[src/rtl/bkptPkg.sv]
`timescale 1ns/1ps
package bkptPkg;
  localparam int unsigned IDX_W   = 4;
  localparam int unsigned DATA_W  = 32;
  localparam int unsigned COMP_LO = 2;
  localparam int unsigned COMP_HI = 28;
  localparam int unsigned COMP_W  = COMP_HI - COMP_LO + 1;
  localparam int unsigned KEY_BIT = 1;
  localparam int unsigned EN_BIT  = 0;

  typedef enum logic [1:0] {
    REP_REMAP = 2'b00,
    REP_LOWER = 2'b01,
    REP_UPPER = 2'b10,
    REP_BOTH  = 2'b11
  } replace_e;

  typedef struct packed {
    logic             globalEn;
    logic             slotSel;
    logic             slotWe;
    logic [IDX_W-1:0] slotIdx;
  } bkptStrobes_t;
endpackage

[src/rtl/bkptCtrl.sv]
`timescale 1ns/1ps
module bkptCtrl
  import bkptPkg::*;
#(
  parameter int unsigned NumCode = 6,
  parameter int unsigned NumLit  = 2
) (
  input  logic              clk,
  input  logic              rstN,
  input  logic [IDX_W-1:0]  regAddr,
  input  logic              regWrite,
  input  logic [1:0]        ctrlWdata,
  input  logic [DATA_W-1:0] slotRdata,
  output bkptStrobes_t      strobes,
  output logic [DATA_W-1:0] regRdata
);
  localparam logic [IDX_W-1:0] LastSlot = IDX_W'(NumCode);
  localparam logic [IDX_W-1:0] OneIdx   = IDX_W'(1);

  logic globalEn;
  logic ctrlSel;
  logic slotSel;
  logic [DATA_W-1:0] ctrlWord;

  assign ctrlSel = (regAddr == '0);
  assign slotSel = (regAddr >= OneIdx) && (regAddr <= LastSlot);

  // key-gated global enable
  always_ff @(posedge clk or negedge rstN) begin
    if (!rstN) begin
      globalEn <= 1'b0;
    end else if (regWrite && ctrlSel && ctrlWdata[KEY_BIT]) begin
      globalEn <= ctrlWdata[EN_BIT];
    end
  end

  always_comb begin
    ctrlWord         = '0;
    ctrlWord[EN_BIT] = globalEn;
    ctrlWord[7:4]    = 4'(NumCode);
    ctrlWord[11:8]   = 4'(NumLit);
  end

  always_comb begin
    strobes.globalEn = globalEn;
    strobes.slotSel  = slotSel;
    strobes.slotWe   = regWrite && slotSel;
    strobes.slotIdx  = regAddr - OneIdx;
  end

  always_comb begin
    if (ctrlSel) begin
      regRdata = ctrlWord;
    end else if (slotSel) begin
      regRdata = slotRdata;
    end else begin
      regRdata = '0;
    end
  end
endmodule

[src/rtl/bkptMatch.sv]
`timescale 1ns/1ps
module bkptMatch
  import bkptPkg::*;
#(
  parameter int unsigned NumCode = 6
) (
  input  logic              clk,
  input  logic              rstN,
  input  bkptStrobes_t      strobes,
  input  logic [DATA_W-1:0] regWdata,
  input  logic              fetchValid,
  input  logic [DATA_W-1:0] fetchAddr,
  output logic [DATA_W-1:0] slotRdata,
  output logic              bkptHit,
  output logic              remapHit,
  output logic [IDX_W-1:0]  remapIdx
);
  logic [1:0]        repQ  [NumCode];
  logic [COMP_W-1:0] compQ [NumCode];
  logic [NumCode-1:0] enQ;
  logic [NumCode-1:0] addrHit;
  logic [NumCode-1:0] bkptVec;
  logic [NumCode-1:0] remapVec;
  logic               regionOk;
  logic               halfSel;
  logic [IDX_W-1:0]   idxNext;
  logic               unusedBits;

  assign unusedBits = ^{fetchAddr[0], regWdata[29], regWdata[1]};
  assign regionOk   = (fetchAddr[DATA_W-1:COMP_HI+1] == '0);
  assign halfSel    = fetchAddr[1];

  for (genvar g = 0; g < NumCode; g++) begin : gSlot
    always_ff @(posedge clk or negedge rstN) begin
      if (!rstN) begin
        repQ[g]  <= REP_REMAP;
        compQ[g] <= '0;
        enQ[g]   <= 1'b0;
      end else if (strobes.slotWe && (strobes.slotIdx == IDX_W'(g))) begin
        repQ[g]  <= regWdata[31:30];
        compQ[g] <= regWdata[COMP_HI:COMP_LO];
        enQ[g]   <= regWdata[EN_BIT];
      end
    end

    assign addrHit[g]  = strobes.globalEn && enQ[g] && regionOk &&
                         (fetchAddr[COMP_HI:COMP_LO] == compQ[g]);
    // bit 0 of the code arms the lower halfword, bit 1 the upper one
    assign bkptVec[g]  = addrHit[g] && repQ[g][halfSel];
    assign remapVec[g] = addrHit[g] && (repQ[g] == REP_REMAP);
  end

  // lowest-numbered remap slot wins
  always_comb begin
    idxNext = '0;
    for (int i = NumCode - 1; i >= 0; i--) begin
      if (remapVec[i]) begin
        idxNext = IDX_W'(i);
      end
    end
  end

  always_comb begin
    slotRdata = '0;
    for (int i = 0; i < NumCode; i++) begin
      if (strobes.slotSel && (strobes.slotIdx == IDX_W'(i))) begin
        slotRdata[31:30]          = repQ[i];
        slotRdata[COMP_HI:COMP_LO] = compQ[i];
        slotRdata[EN_BIT]         = enQ[i];
      end
    end
  end

  always_ff @(posedge clk or negedge rstN) begin
    if (!rstN) begin
      bkptHit  <= 1'b0;
      remapHit <= 1'b0;
      remapIdx <= '0;
    end else begin
      bkptHit  <= fetchValid && (|bkptVec);
      remapHit <= fetchValid && (|remapVec);
      remapIdx <= fetchValid ? idxNext : '0;
    end
  end
endmodule

[src/rtl/codeBkptBank.sv]
`timescale 1ns/1ps
module codeBkptBank
  import bkptPkg::*;
#(
  parameter int unsigned NumCode = 6,
  parameter int unsigned NumLit  = 2
) (
  input  logic              clk,
  input  logic              rstN,
  input  logic [IDX_W-1:0]  regAddr,
  input  logic              regWrite,
  input  logic [DATA_W-1:0] regWdata,
  output logic [DATA_W-1:0] regRdata,
  input  logic              fetchValid,
  input  logic [DATA_W-1:0] fetchAddr,
  output logic              bkptHit,
  output logic              remapHit,
  output logic [IDX_W-1:0]  remapIdx
);
  bkptStrobes_t      strobes;
  logic [DATA_W-1:0] slotRdata;

  bkptCtrl #(.NumCode(NumCode), .NumLit(NumLit)) i_ctrl (
    .clk      (clk),
    .rstN     (rstN),
    .regAddr  (regAddr),
    .regWrite (regWrite),
    .ctrlWdata(regWdata[1:0]),
    .slotRdata(slotRdata),
    .strobes  (strobes),
    .regRdata (regRdata)
  );

  bkptMatch #(.NumCode(NumCode)) i_match (
    .clk       (clk),
    .rstN      (rstN),
    .strobes   (strobes),
    .regWdata  (regWdata),
    .fetchValid(fetchValid),
    .fetchAddr (fetchAddr),
    .slotRdata (slotRdata),
    .bkptHit   (bkptHit),
    .remapHit  (remapHit),
    .remapIdx  (remapIdx)
  );
endmodule

[config.mk]
export PLATFORM = sky130hd
export DESIGN_NAME = codeBkptBank
export DESIGN_NICKNAME = d
export VERILOG_FILES = /design/src/rtl/bkptPkg.sv /design/src/rtl/bkptCtrl.sv /design/src/rtl/bkptMatch.sv /design/src/rtl/codeBkptBank.sv
export SDC_FILE = /design/constraint.sdc
export NUM_CORES = 1
export LEC_CHECK = 0
export CAP_MARGIN = 20
export CELL_PAD_IN_SITES_DETAIL_PLACEMENT = 1
export CELL_PAD_IN_SITES_GLOBAL_PLACEMENT = 2
export CORE_MARGIN = 2
export CORE_UTILIZATION = 30
export DETAILED_ROUTE_END_ITERATION = 7
export PLACE_DENSITY = 0.65
export SLEW_MARGIN = 20
export SYNTH_ARGS = -nofsm -noshare
export SYNTH_HDL_FRONTEND = slang
export SYNTH_HIERARCHICAL = 1
export SYNTH_SLANG_ARGS = --single-unit
[constraint.sdc]
create_clock -name clk -period 5.8 [get_ports clk]
set_clock_uncertainty 0.2 [all_clocks]
set_input_delay 1.16 -clock clk [delete_from_list [all_inputs] [get_ports clk]]
set_output_delay 1.16 -clock clk [all_outputs]
set_load 0.02 [all_outputs]
==> impl_metrics.env, run 1 <==
export IMPL_outcome="completed"
export IMPL_cts_hold_fix_buffers=0
export IMPL_syn_inst=916
export IMPL_overflow=0
export IMPL_grt_pass1_vias=8096
export IMPL_die_x_um=191.4
export IMPL_powerDensity_nw_per_um2=317.0
export IMPL_switchingPower_uw=1387
export IMPL_critical_path_cell_chain="clkdlybuf4s50_1 -> ha_1 -> and3b_1 -> nor2_1 -> o21a_1 -> or3b_2 -> nor3_4 -> buf_12 -> buf_12 -> a22o_1 -> a21oi_1 -> a31oi_1 -> and2_1 -> clkdlybuf4s15_1"
export IMPL_cp_num_buf_inv=4
export IMPL_cp_required_ns=4.44
export IMPL_routed_via_count=7572
export IMPL_synth_area_leaders="dfrtp_1 (44%), mux2_2 (19%), xnor2_1 (7.7%), xor2_1 (5.9%), a22oi_1 (2.2%)"
export IMPL_filler_cell_count=3778
export IMPL_slowest_delay_ns=0.52
export IMPL_synthArstFlopShare_pct=100.0
export IMPL_min_path_type="register to register"
export IMPL_drtPass1Iterations=4
export IMPL_core_um2=34540
export IMPL_avgSynthCellArea_um2=11.50
export IMPL_syn2layout_area_growth_pct=23.41
export IMPL_synth_ff_type="dfrtp_1"
export IMPL_ys_warn_count=6
export IMPL_gp_congestion=0.8627
export IMPL_dp_hpwl_um=28020
export IMPL_io_buffer_count=104
export IMPL_yosys_area_top_type_share_pct=44.18
export IMPL_ys_types=52
export IMPL_synth_top_cell_by_area="dfrtp_1"
export IMPL_io_pins=110
export IMPL_finalSetupViolations=0
export IMPL_combPwrFrac_pct=25.0
export IMPL_cts_root_buffer="clkbuf_16"
export IMPL_post_synth_instance_area_um2=10540
export IMPL_cp_common_cell="buf_12"
export IMPL_postCtsSetupBuffers=0
export IMPL_synth_edf_count=0
export IMPL_track_usage_pct=21.54
export IMPL_clockPowerShare_pct=28.9
export IMPL_die_area_um2=36640
export IMPL_wirelength_um=38150
export IMPL_htreeDepth=4
export IMPL_grt_max_degree=117
export IMPL_timing_final_max_slew_violations=0
export IMPL_wl_per_cell_um=25.57
export IMPL_cp_end_kind="primary output"
export IMPL_n_antenna_cell=0
export IMPL_p_seq_share_pct=46.1
export IMPL_maxCapViolations=0
export IMPL_grt_first_pass_wirelength_um=55880
export IMPL_slew_headroom_pct=30.96
export IMPL_crit_fanout=11
export IMPL_rsz0062_at_grt="yes"
export IMPL_routed_via_density=5.075
export IMPL_ys_top_cells_by_count="dfrtp_1 (186), mux2_2 (181), xnor2_1 (93), xor2_1 (71), clkbuf_1 (41)"
export IMPL_cts_buffer_depth=2
export IMPL_fmax_mhz=176.6
export IMPL_cts_tree="yes"
export IMPL_start_util_pct=30.50
export IMPL_antenna_found_initial=0
export IMPL_cp_num_cells=14
export IMPL_peakVddDrop_mv=0.2083
export IMPL_r2r_cells=6
export IMPL_hold_viol=0
export IMPL_critPathArrivalTime_ns=4.30
export IMPL_crit_type="input port to primary output"
export IMPL_clkLatencyLatePin_ns=0.46
export IMPL_cts_buffers=17
export IMPL_rows=68
export IMPL_clk_pin_slew_worst_paths_ns=0.07
export IMPL_tightest_slew_ns=1.026
export IMPL_min_path_cells=1
export IMPL_drive_gt1_share_pct=29.80
export IMPL_fin_nets=1099
export IMPL_utilization_pct=37.64
export IMPL_ant_nets=0
export IMPL_worst_setup_path_start_kind="input port"
export IMPL_leakagePower_uw=0.005643
export IMPL_die_y_um=191.4
export IMPL_cts_sinks=186
export IMPL_route_detailed_drc=0
export IMPL_fin_crit_ns=5.662
export IMPL_fin_crit_sh_pct=97.63
export IMPL_multi_input_area_um2=5569
export IMPL_ys_ff_latch=186
export IMPL_synth_most_common_cell="dfrtp_1"
export IMPL_yosysSeqAreaShare_pct=44.18
export IMPL_layout_area_seq_um2=4654
export IMPL_whs_ns=0.3339
export IMPL_crit_family="simple AND/OR/NAND/NOR gates"
export IMPL_cpMaxStageDelayCell="clkdlybuf4s50_1"
export IMPL_switching_share_pct=33.65
export IMPL_p_int_uw=2735
export IMPL_drt_iter0_drc=441
==> power groups by stage <==
stage          sequential, uW  combinational [uW]  clock (uW)
2_1_floorplan            1840                 653           0
3_3_place_gp             1910                1020           0
3_5_place_dp             1920                1030           0
6_report                 1900                1030        1190
5_1_grt                  1950                1100        1270
4_1_cts                  1900                1040        1230
==> cell families (layout without fill, tap and decap cells) <==
| group | count (synthesis) | in the layout | share of synthesized area, % |
|---|---|---|---|
| compound gates | 125 | 125 | 8.289 |
| xor+xnor | 164 | 164 | 13.63 |
| fa+ha+maj | 3 | 3 | 0.3563 |
| buf+inv | 81 | 200 | 3.646 |
| flops | 186 | 186 | 44.18 |
| mux | 193 | 193 | 20.84 |
| other cells | 1 | 3 | 0.03559 |
| simple gates | 163 | 163 | 9.025 |
==> sequential cells by signal, indices dropped and copies added, names as in the netlist <==
register and cells:
i_match/enQ 6, i_match/bkptHit 1, i_match/remapHit 1, i_match/compQ 162, i_ctrl/globalEn 1, i_match/remapIdx 3, i_match/repQ 12
==> stage by stage <==
stage                     instance area [um2]  worst slack, ns  cells  total power [uW]    TNS, ns
final                                   13000           0.1377   1492              4122          0
after floorplan                         10540           0.5653    918              2494          0
after CTS                               13030          0.02999   1492              4167          0
after global placement                  12460          -0.1802   1460              2927     -2.906
after global routing                    13000        -0.006337   1492              4321  -0.006337
after detailed placement                12460          -0.2336   1460              2957     -3.398
==> final cells by class <==
cell class,count,share of cell area [%]
clock buffers,18,3.301
repair buffers,162,12.37
flip-flops and latches,186,35.80
well taps,455,4.378
multi-input cells,651,42.83
clock inverters,14,1.145
inverters,6,0.1732
==> layer usage <==
| metal | global-route usage (%) | vias up | wire length [um] |
|---|---|---|---|
| met5 | 0 | - | 0 |
| met4 | 4.586 | 0 | 507 |
| met3 | 3.213 | 23 | 1370 |
| met2 | 34.93 | 139 | 18200 |
| met1 | 30.34 | 3928 | 18070 |
| li1 | - | 3482 | - |
==> cells in the final DEF, fill, tap and decap left out, types with 3 or more instances in the layout <==
cell type	n
nor3_1	7
inv_1	6
xnor2_1	93
nor2_1	34
ha_1	3
clkdlybuf4s15_1	9
inv_8	3
o2bb2ai_1	3
buf_12	16
a31oi_2	5
nand4_1	24
nand2_1	6
mux2i_1	9
a21oi_1	29
dlygate4sd2_1	4
a22oi_1	31
mux4_2	3
nand3_1	12
a22o_1	26
clkdlybuf4s50_1	76
xor2_1	71
inv_6	6
buf_4	41
and3_1	5
clkbuf_2	14
nor4_1	19
clkbuf_16	17
and2_1	28
dfrtp_1	186
conb_1	3
mux2_2	181
a31oi_1	20
==> final timing paths <==
| check | startpoint | to | slack (ns) |
|---|---|---|---|
| min in group asynchronous | rstN | i_match/compQ[91]$_DFFE_PN0P_ | 0.66 |
| max in group asynchronous | rstN | i_match/compQ[132]$_DFFE_PN0P_ | 3.52 |
| setup / recovery | regAddr[1] | regRdata[3] | 0.14 |
| hold reg to reg | i_match/enQ[2]$_DFFE_PN0P_ | i_match/enQ[2]$_DFFE_PN0P_ | 0.33 |
| setup reg to reg | i_match/compQ[145]$_DFFE_PN0P_ | i_match/remapIdx[1]$_DFF_PN0_ | 2.73 |
| hold / removal | i_match/enQ[2]$_DFFE_PN0P_ | i_match/enQ[2]$_DFFE_PN0P_ | 0.33 |
==> what timing repair did <==
item / in CTS / in global routing
pin swaps: 2 / 0
setup endpoints to repair: 27 / 24
resized for setup: 30 / 40
(Power assumes the default switching activity.)
==> inputs of run 2 (changes only) <==
--- a/config.mk
+++ b/config.mk
@@ -5,12 +5,13 @@
 export SDC_FILE = /design/constraint.sdc
 export NUM_CORES = 1
 export LEC_CHECK = 0
-export CAP_MARGIN = 20
+export CAP_MARGIN = 30
 export CELL_PAD_IN_SITES_DETAIL_PLACEMENT = 1
 export CELL_PAD_IN_SITES_GLOBAL_PLACEMENT = 2
 export CORE_MARGIN = 2
 export CORE_UTILIZATION = 30
 export DETAILED_ROUTE_END_ITERATION = 7
+export GPL_TIMING_DRIVEN = 0
 export PLACE_DENSITY = 0.65
 export SLEW_MARGIN = 20
 export SYNTH_ARGS = -nofsm -noshare
==> run 2 against run 1 <==
Compared with the run above: sequential share of layout area grew 0.60 points; count of clock-buffer cells in the layout grew 2; register-to-register slack lost 0.05 ns; worst setup slack lost 0.013 ns; core utilization shrank 0.62 points; first-iteration DRC count grew 14%; combinational power is essentially flat; critical endpoint is now regRdata[7]; largest cell class unchanged; largest power group unchanged.
==> impl_metrics.env, run 2 (synthesis results as in run 1) <==
export IMPL_outcome="completed"
export IMPL_leakagePower_uw=0.005604
export IMPL_start_util_pct=30.50
export IMPL_die_y_um=191.4
export IMPL_clockPowerShare_pct=29.1
export IMPL_cp_end_kind="primary output"
export IMPL_worst_setup_path_start_kind="input port"
export IMPL_hold_viol=0
export IMPL_setup_tns_ns=0
export IMPL_routed_via_density=5.237
export IMPL_maxCapViolations=0
export IMPL_drtPass1Iterations=5
export IMPL_drive_gt1_share_pct=29.53
export IMPL_syn2layout_area_growth_pct=21.37
export IMPL_gp_congestion=0.8720
export IMPL_drt_iter0_drc=501
export IMPL_cts_sinks=186
export IMPL_htreeDepth=4
export IMPL_p_seq_share_pct=46.1
export IMPL_finalSetupViolations=0
export IMPL_whs_ns=0.3432
export IMPL_slowest_delay_ns=0.46
export IMPL_cts_root_buffer="clkbuf_16"
export IMPL_cp_common_cell="buf_4"
export IMPL_routed_via_count=7850
export IMPL_die_x_um=191.4
export IMPL_core_um2=34540
export IMPL_crit_type="input port to primary output"
export IMPL_grt_max_degree=86
export IMPL_top_regs="i_match/compQ: 162 flops, i_match/repQ: 12 flops, i_match/enQ: 6 flops"
export IMPL_largest_reg_flops=162
export IMPL_cts_hold_fix_buffers=0
export IMPL_critical_path_cell_chain="clkdlybuf4s50_1 -> inv_2 -> ha_1 -> and3b_1 -> nor2_1 -> o21a_1 -> buf_4 -> or3b_4 -> nor3_4 -> buf_4 -> clkbuf_8 -> a22o_1 -> a21oi_1 -> a31oi_1 -> and2_1 -> clkdlybuf4s15_1"
export IMPL_overflow=0
export IMPL_cts_buffers=17
export IMPL_dp_cells=1456
export IMPL_rsz0062_at_grt="yes"
export IMPL_combPwrFrac_pct=24.8
export IMPL_dpl_cell_area_um2=11990
export IMPL_fmax_mhz=176.2
export IMPL_cpMaxStageDelayCell="clkdlybuf4s50_1"
export IMPL_cts_buffer_depth=2
export IMPL_mostFrequentLayoutCell="dfrtp_1"
export IMPL_switchingPower_uw=1400
export IMPL_finalNonFillerCells=1499
export IMPL_clk_pin_slew_worst_paths_ns=0.07
export IMPL_ant_nets=0
export IMPL_fin_crit_ns=5.675
export IMPL_track_usage_pct=22.76
export IMPL_route_detailed_drc=0
export IMPL_switching_share_pct=33.79
export IMPL_fin_crit_sh_pct=97.85
export IMPL_final_cell_mix="dfrtp_1 (186), mux2_2 (181), xnor2_1 (93)"
export IMPL_cp_required_ns=4.44
export IMPL_die_area_um2=36640
export IMPL_clkLatencyLatePin_ns=0.44
export IMPL_cts_tree="yes"
export IMPL_antenna_found_initial=1
export IMPL_fin_nets=1105
export IMPL_post_route_cell_area_um2=12790
export IMPL_io_buffer_count=75
export IMPL_peakVddDrop_mv=0.2057
export IMPL_utilization_pct=37.02
export IMPL_dp_hpwl_um=30230
export IMPL_critPathArrivalTime_ns=4.32
export IMPL_io_pins=110
export IMPL_tightest_slew_ns=1.036
export IMPL_grt_pass1_vias=8221
export IMPL_slew_headroom_pct=30.93
export IMPL_grt_first_pass_wirelength_um=58930
export IMPL_top_register="i_match/compQ"
export IMPL_wl_per_cell_um=27.31
export IMPL_powerDensity_nw_per_um2=324.0
export IMPL_wirelength_um=40930
export IMPL_min_path_type="register to register"
export IMPL_p_int_uw=2744
export IMPL_crit_fanout=10
export IMPL_timing_final_max_slew_violations=0
export IMPL_rows=68
-- run 2: cell types whose count changed in the layout (fill, tap and decap cells not counted), sizes merged, moves of 2 or more --
cell           previous run  this run
clkbuf                   33        57
clkinvlp                  2         0
inv                      15        13
dlygate4sd2               4        15
clkdlybuf4s50            76        46
clkinv                    2         4
buf                      58        61
-- run 2: final cells by class --
| type | count | area, um2 |
|---|---|---|
| fill | 3831 | 21750 |
| multi-input combinational | 651 | 5577 |
| sequential | 186 | 4654 |
| timing repair buffer | 94 | 928.4 |
| tap | 455 | 569.3 |
| clock buffer | 20 | 456.7 |
| buffer | 74 | 447.9 |
| clock inverter | 12 | 127.6 |
| inverter | 6 | 25.02 |
| antenna | 1 | 2.502 |
-- run 2: worst paths after layout --
path / startpoint / end / slack (ns) / depth (start not counted)
max: regAddr[0] / regRdata[7] / 0.12 / 16
min: i_match/enQ[2]$_DFFE_PN0P_ / i_match/enQ[2]$_DFFE_PN0P_ / 0.34 / 1
max reg2reg: i_match/compQ[145]$_DFFE_PN0P_ / i_match/remapIdx[1]$_DFF_PN0_ / 2.68 / 6
min reg2reg: i_match/enQ[2]$_DFFE_PN0P_ / i_match/enQ[2]$_DFFE_PN0P_ / 0.34 / 1
max in group asynchronous: rstN / i_match/compQ[132]$_DFFE_PN0P_ / 3.87 / 3
min in group asynchronous: rstN / i_match/compQ[64]$_DFFE_PN0P_ / 0.41 / 1
-- run 2: critical path: cells and delay by family --
kind                       cells  cell delay (ns)
buffers and inverters          6             1.31
AOI/OAI and AO/OA              4             0.60
adders and majority gates      1             0.15
and+or+nand+nor                5             1.10
-- run 2: stage by stage --
stage	total power, uW	setup slack [ns]
after floorplan	2494	0.5653
after global placement	2913	-5.060
after detailed placement	2949	-1.523
after CTS	4169	0.0001608
after global routing	4323	-0.01402
final	4144	0.1248
-- run 2: what timing repair did --
action | CTS | global route
hold endpoints to repair | 0 | 0
pin swaps | 5 | 4
resized for setup | 82 | 25
setup buffers | 11 | 0
endpoints found under the setup margin | 27 | 26
-- run 2: layer usage --
metal	global-route usage, %	wire (um)	up-vias
met4	6.183	865	2
met5	0	13	-
met3	2.937	1642	39
met2	37.75	19550	183
met1	31.14	18860	4127
li1	-	-	3499
-- run 2: power by group through the flow --
stage               combinational, uW  sequential, uW  clock, uW
detailed placement               1020            1930          0
floorplan                         653            1840          0
CTS                              1030            1900       1230
global placement                  998            1910          0
global route                     1100            1950       1280
finish                           1030            1910       1200
==> inputs of run 3 (changes only) <==
==> constraint.sdc (replaced) <==
create_clock -name clk -period 6.3 [get_ports clk]
set_clock_uncertainty 0.2 [all_clocks]
set_input_delay 1.26 -clock clk [delete_from_list [all_inputs] [get_ports clk]]
set_output_delay 1.26 -clock clk [all_outputs]
set_load 0.02 [all_outputs]
==> run 3 against run 2 <==
Compared with the run above: sequential share of layout area grew 0.096 points; design area shrank 0.26%; combinational power shrank 8%; total power shrank 7.9%; die area is the same; flip-flop and latch count is the same; first-iteration DRC count shrank 1.0%; worst setup slack gained 0.041 ns; sequential power shrank 8%; worst hold slack gained 0.0022 ns; largest power group unchanged; highest routed layer unchanged.
==> impl_metrics.env, run 3 (synthesis results as in run 1) <==
export IMPL_finalNonFillerCells=1498
export IMPL_crit_family="buffers and inverters"
export IMPL_routed_via_count=7907
export IMPL_die_x_um=191.4
export IMPL_post_route_cell_area_um2=12750
export IMPL_min_path_type="register to register"
export IMPL_clkLatencyLatePin_ns=0.44
export IMPL_slew_headroom_pct=30.83
export IMPL_track_usage_pct=22.75
export IMPL_cp_required_ns=4.84
export IMPL_route_detailed_drc=0
export IMPL_finalSetupViolations=0
export IMPL_crit_fanout=10
export IMPL_p_seq_share_pct=46.1
export IMPL_fin_ws_ns=0.1658
export IMPL_cp_end_kind="primary output"
export IMPL_largest_reg_flops=162
export IMPL_cts_buffers=17
export IMPL_grt_first_pass_wirelength_um=58860
export IMPL_dp_slack_ns=-1.223
export IMPL_cts_hold_fix_buffers=0
export IMPL_antenna_found_initial=1
export IMPL_setup_worst_path_start="regAddr[0]"
export IMPL_dp_hpwl_um=30230
export IMPL_cts_root_buffer="clkbuf_16"
export IMPL_whs_ns=0.3454
export IMPL_io_pins=110
export IMPL_cp_num_buf_inv=7
export IMPL_wl_per_cell_um=27.35
export IMPL_combPwrFrac_pct=24.9
export IMPL_outcome="completed"
export IMPL_p_int_uw=2525
export IMPL_start_util_pct=30.50
export IMPL_grt_pass1_vias=8220
export IMPL_timing_final_max_slew_violations=0
export IMPL_mostFrequentLayoutCell="dfrtp_1"
export IMPL_worst_setup_path_start_kind="input port"
export IMPL_fmax_mhz=163.0
export IMPL_cts_tree="yes"
export IMPL_rows=68
export IMPL_clk_pin_slew_worst_paths_ns=0.07
export IMPL_worstReg2RegStart="i_match/compQ[145]$_DFFE_PN0P_"
export IMPL_io_buffer_count=75
export IMPL_core_um2=34540
export IMPL_top_regs="i_match/compQ: 162 flops, i_match/repQ: 12 flops, i_match/enQ: 6 flops"
export IMPL_grt_max_degree=86
export IMPL_rsz0062_at_grt="no"
export IMPL_switchingPower_uw=1290
export IMPL_ant_nets=0
export IMPL_drtPass1Iterations=5
export IMPL_top_register="i_match/compQ"
export IMPL_drive_gt1_share_pct=29.08
export IMPL_powerDensity_nw_per_um2=299.1
export IMPL_die_y_um=191.4
export IMPL_r2r_cells=6
export IMPL_dp_cells=1456
export IMPL_cts_sinks=186
export IMPL_htreeDepth=4
export IMPL_regToRegEndpoint="i_match/remapIdx[1]$_DFF_PN0_"
export IMPL_die_area_um2=36640
export IMPL_critPathArrivalTime_ns=4.67
export IMPL_overflow=0
export IMPL_final_cell_mix="dfrtp_1 (186), mux2_2 (181), xnor2_1 (93)"
export IMPL_cp_common_cell="nor2_1"
export IMPL_cpMaxStageDelayCell="or3b_2"
export IMPL_leakagePower_uw=0.005628
export IMPL_fin_crit_sh_pct=97.37
export IMPL_routed_via_density=5.278
export IMPL_cts_buffer_depth=2
export IMPL_clockPowerShare_pct=29.1
export IMPL_cp_num_cells=17
export IMPL_gp_congestion=0.8720
export IMPL_fin_crit_ns=6.134
export IMPL_cp_endpoint="regRdata[6]"
export IMPL_fin_nets=1104
export IMPL_drt_iter0_drc=496
export IMPL_syn2layout_area_growth_pct=21.05
export IMPL_hold_viol=0
export IMPL_switching_share_pct=33.82
export IMPL_maxCapViolations=0
export IMPL_r2r_slack_ns=3.20
export IMPL_dpl_cell_area_um2=11990
export IMPL_wirelength_um=40970
export IMPL_critical_path_cell_chain="clkdlybuf4s50_1 -> inv_4 -> ha_1 -> and3b_1 -> nor2_1 -> o21a_1 -> buf_4 -> or3b_2 -> inv_2 -> and3_1 -> buf_6 -> clkbuf_8 -> a22oi_1 -> a31oi_2 -> a21oi_1 -> nor2_1 -> clkbuf_2"
export IMPL_crit_type="input port to primary output"
export IMPL_peakVddDrop_mv=0.1898
export IMPL_slowest_delay_ns=0.53
export IMPL_tightest_slew_ns=1.038
## run 3: changes by cell type in the layout (fill, tap and decap cells not counted), sizes merged
cell	before	now
buf	61	55
clkdlybuf4s15	8	5
clkdlybuf4s50	46	47
dlymetal6s2s	1	2
dlygate4sd2	15	17
clkbuf	57	61
## run 3: timing repair
action | CTS | global route
setup endpoints to repair | 27 | 25
resized for setup | 71 | 17
pin swaps | 3 | 2
setup buffers | 9 | 1
## run 3: power groups by stage
stage               Combinational [uW]  Clock, uW  Sequential (uW)
floorplan                          601          0             1690
global placement                   919          0             1760
detailed placement                 939          0             1780
CTS                                951       1130             1750
global route                      1010       1170             1800
finish                             949       1110             1760
## run 3: how the worst min path moves through the flow
stage                               start                          to  slack [ns]  cells after the start
6_report       i_match/enQ[2]$_DFFE_PN0P_  i_match/enQ[2]$_DFFE_PN0P_        0.35                      1
3_3_place_gp   i_match/enQ[2]$_DFFE_PN0P_  i_match/enQ[2]$_DFFE_PN0P_        0.32                      1
5_1_grt        i_match/enQ[2]$_DFFE_PN0P_  i_match/enQ[2]$_DFFE_PN0P_        0.36                      1
4_1_cts        i_match/enQ[2]$_DFFE_PN0P_  i_match/enQ[2]$_DFFE_PN0P_        0.34                      1
3_5_place_dp   i_match/enQ[2]$_DFFE_PN0P_  i_match/enQ[2]$_DFFE_PN0P_        0.33                      1
2_1_floorplan  i_match/enQ[3]$_DFFE_PN0P_  i_match/enQ[3]$_DFFE_PN0P_        0.29                      1
## run 3: area by class of cell
| class | count | area [um2] |
|---|---|---|
| inverters | 6 | 25.02 |
| fillers | 3833 | 21790 |
| clock buffers | 20 | 456.7 |
| diodes | 1 | 2.502 |
| well taps | 455 | 569.3 |
| repair buffers | 93 | 920.9 |
| clock inverters | 12 | 127.6 |
| flip-flops and latches | 186 | 4654 |
| plain buffers | 74 | 431.7 |
| multi-input cells | 651 | 5567 |
## run 3: routing by layer
metal	track usage (%)	part of all wire [%]
met3	2.662	3.6
met5	0	0.032
met1	31.30	46
met4	5.917	2.0
met2	37.84	48
## run 3: metrics by stage
step,TNS (ns),util (%),total power [uW]
2_1_floorplan,0,-,2296
3_3_place_gp,-884.73,34.35,2682
3_5_place_dp,-23.18,34.71,2715
4_1_cts,0,36.86,3836
5_1_grt,0,36.92,3978
6_report,0,36.92,3815
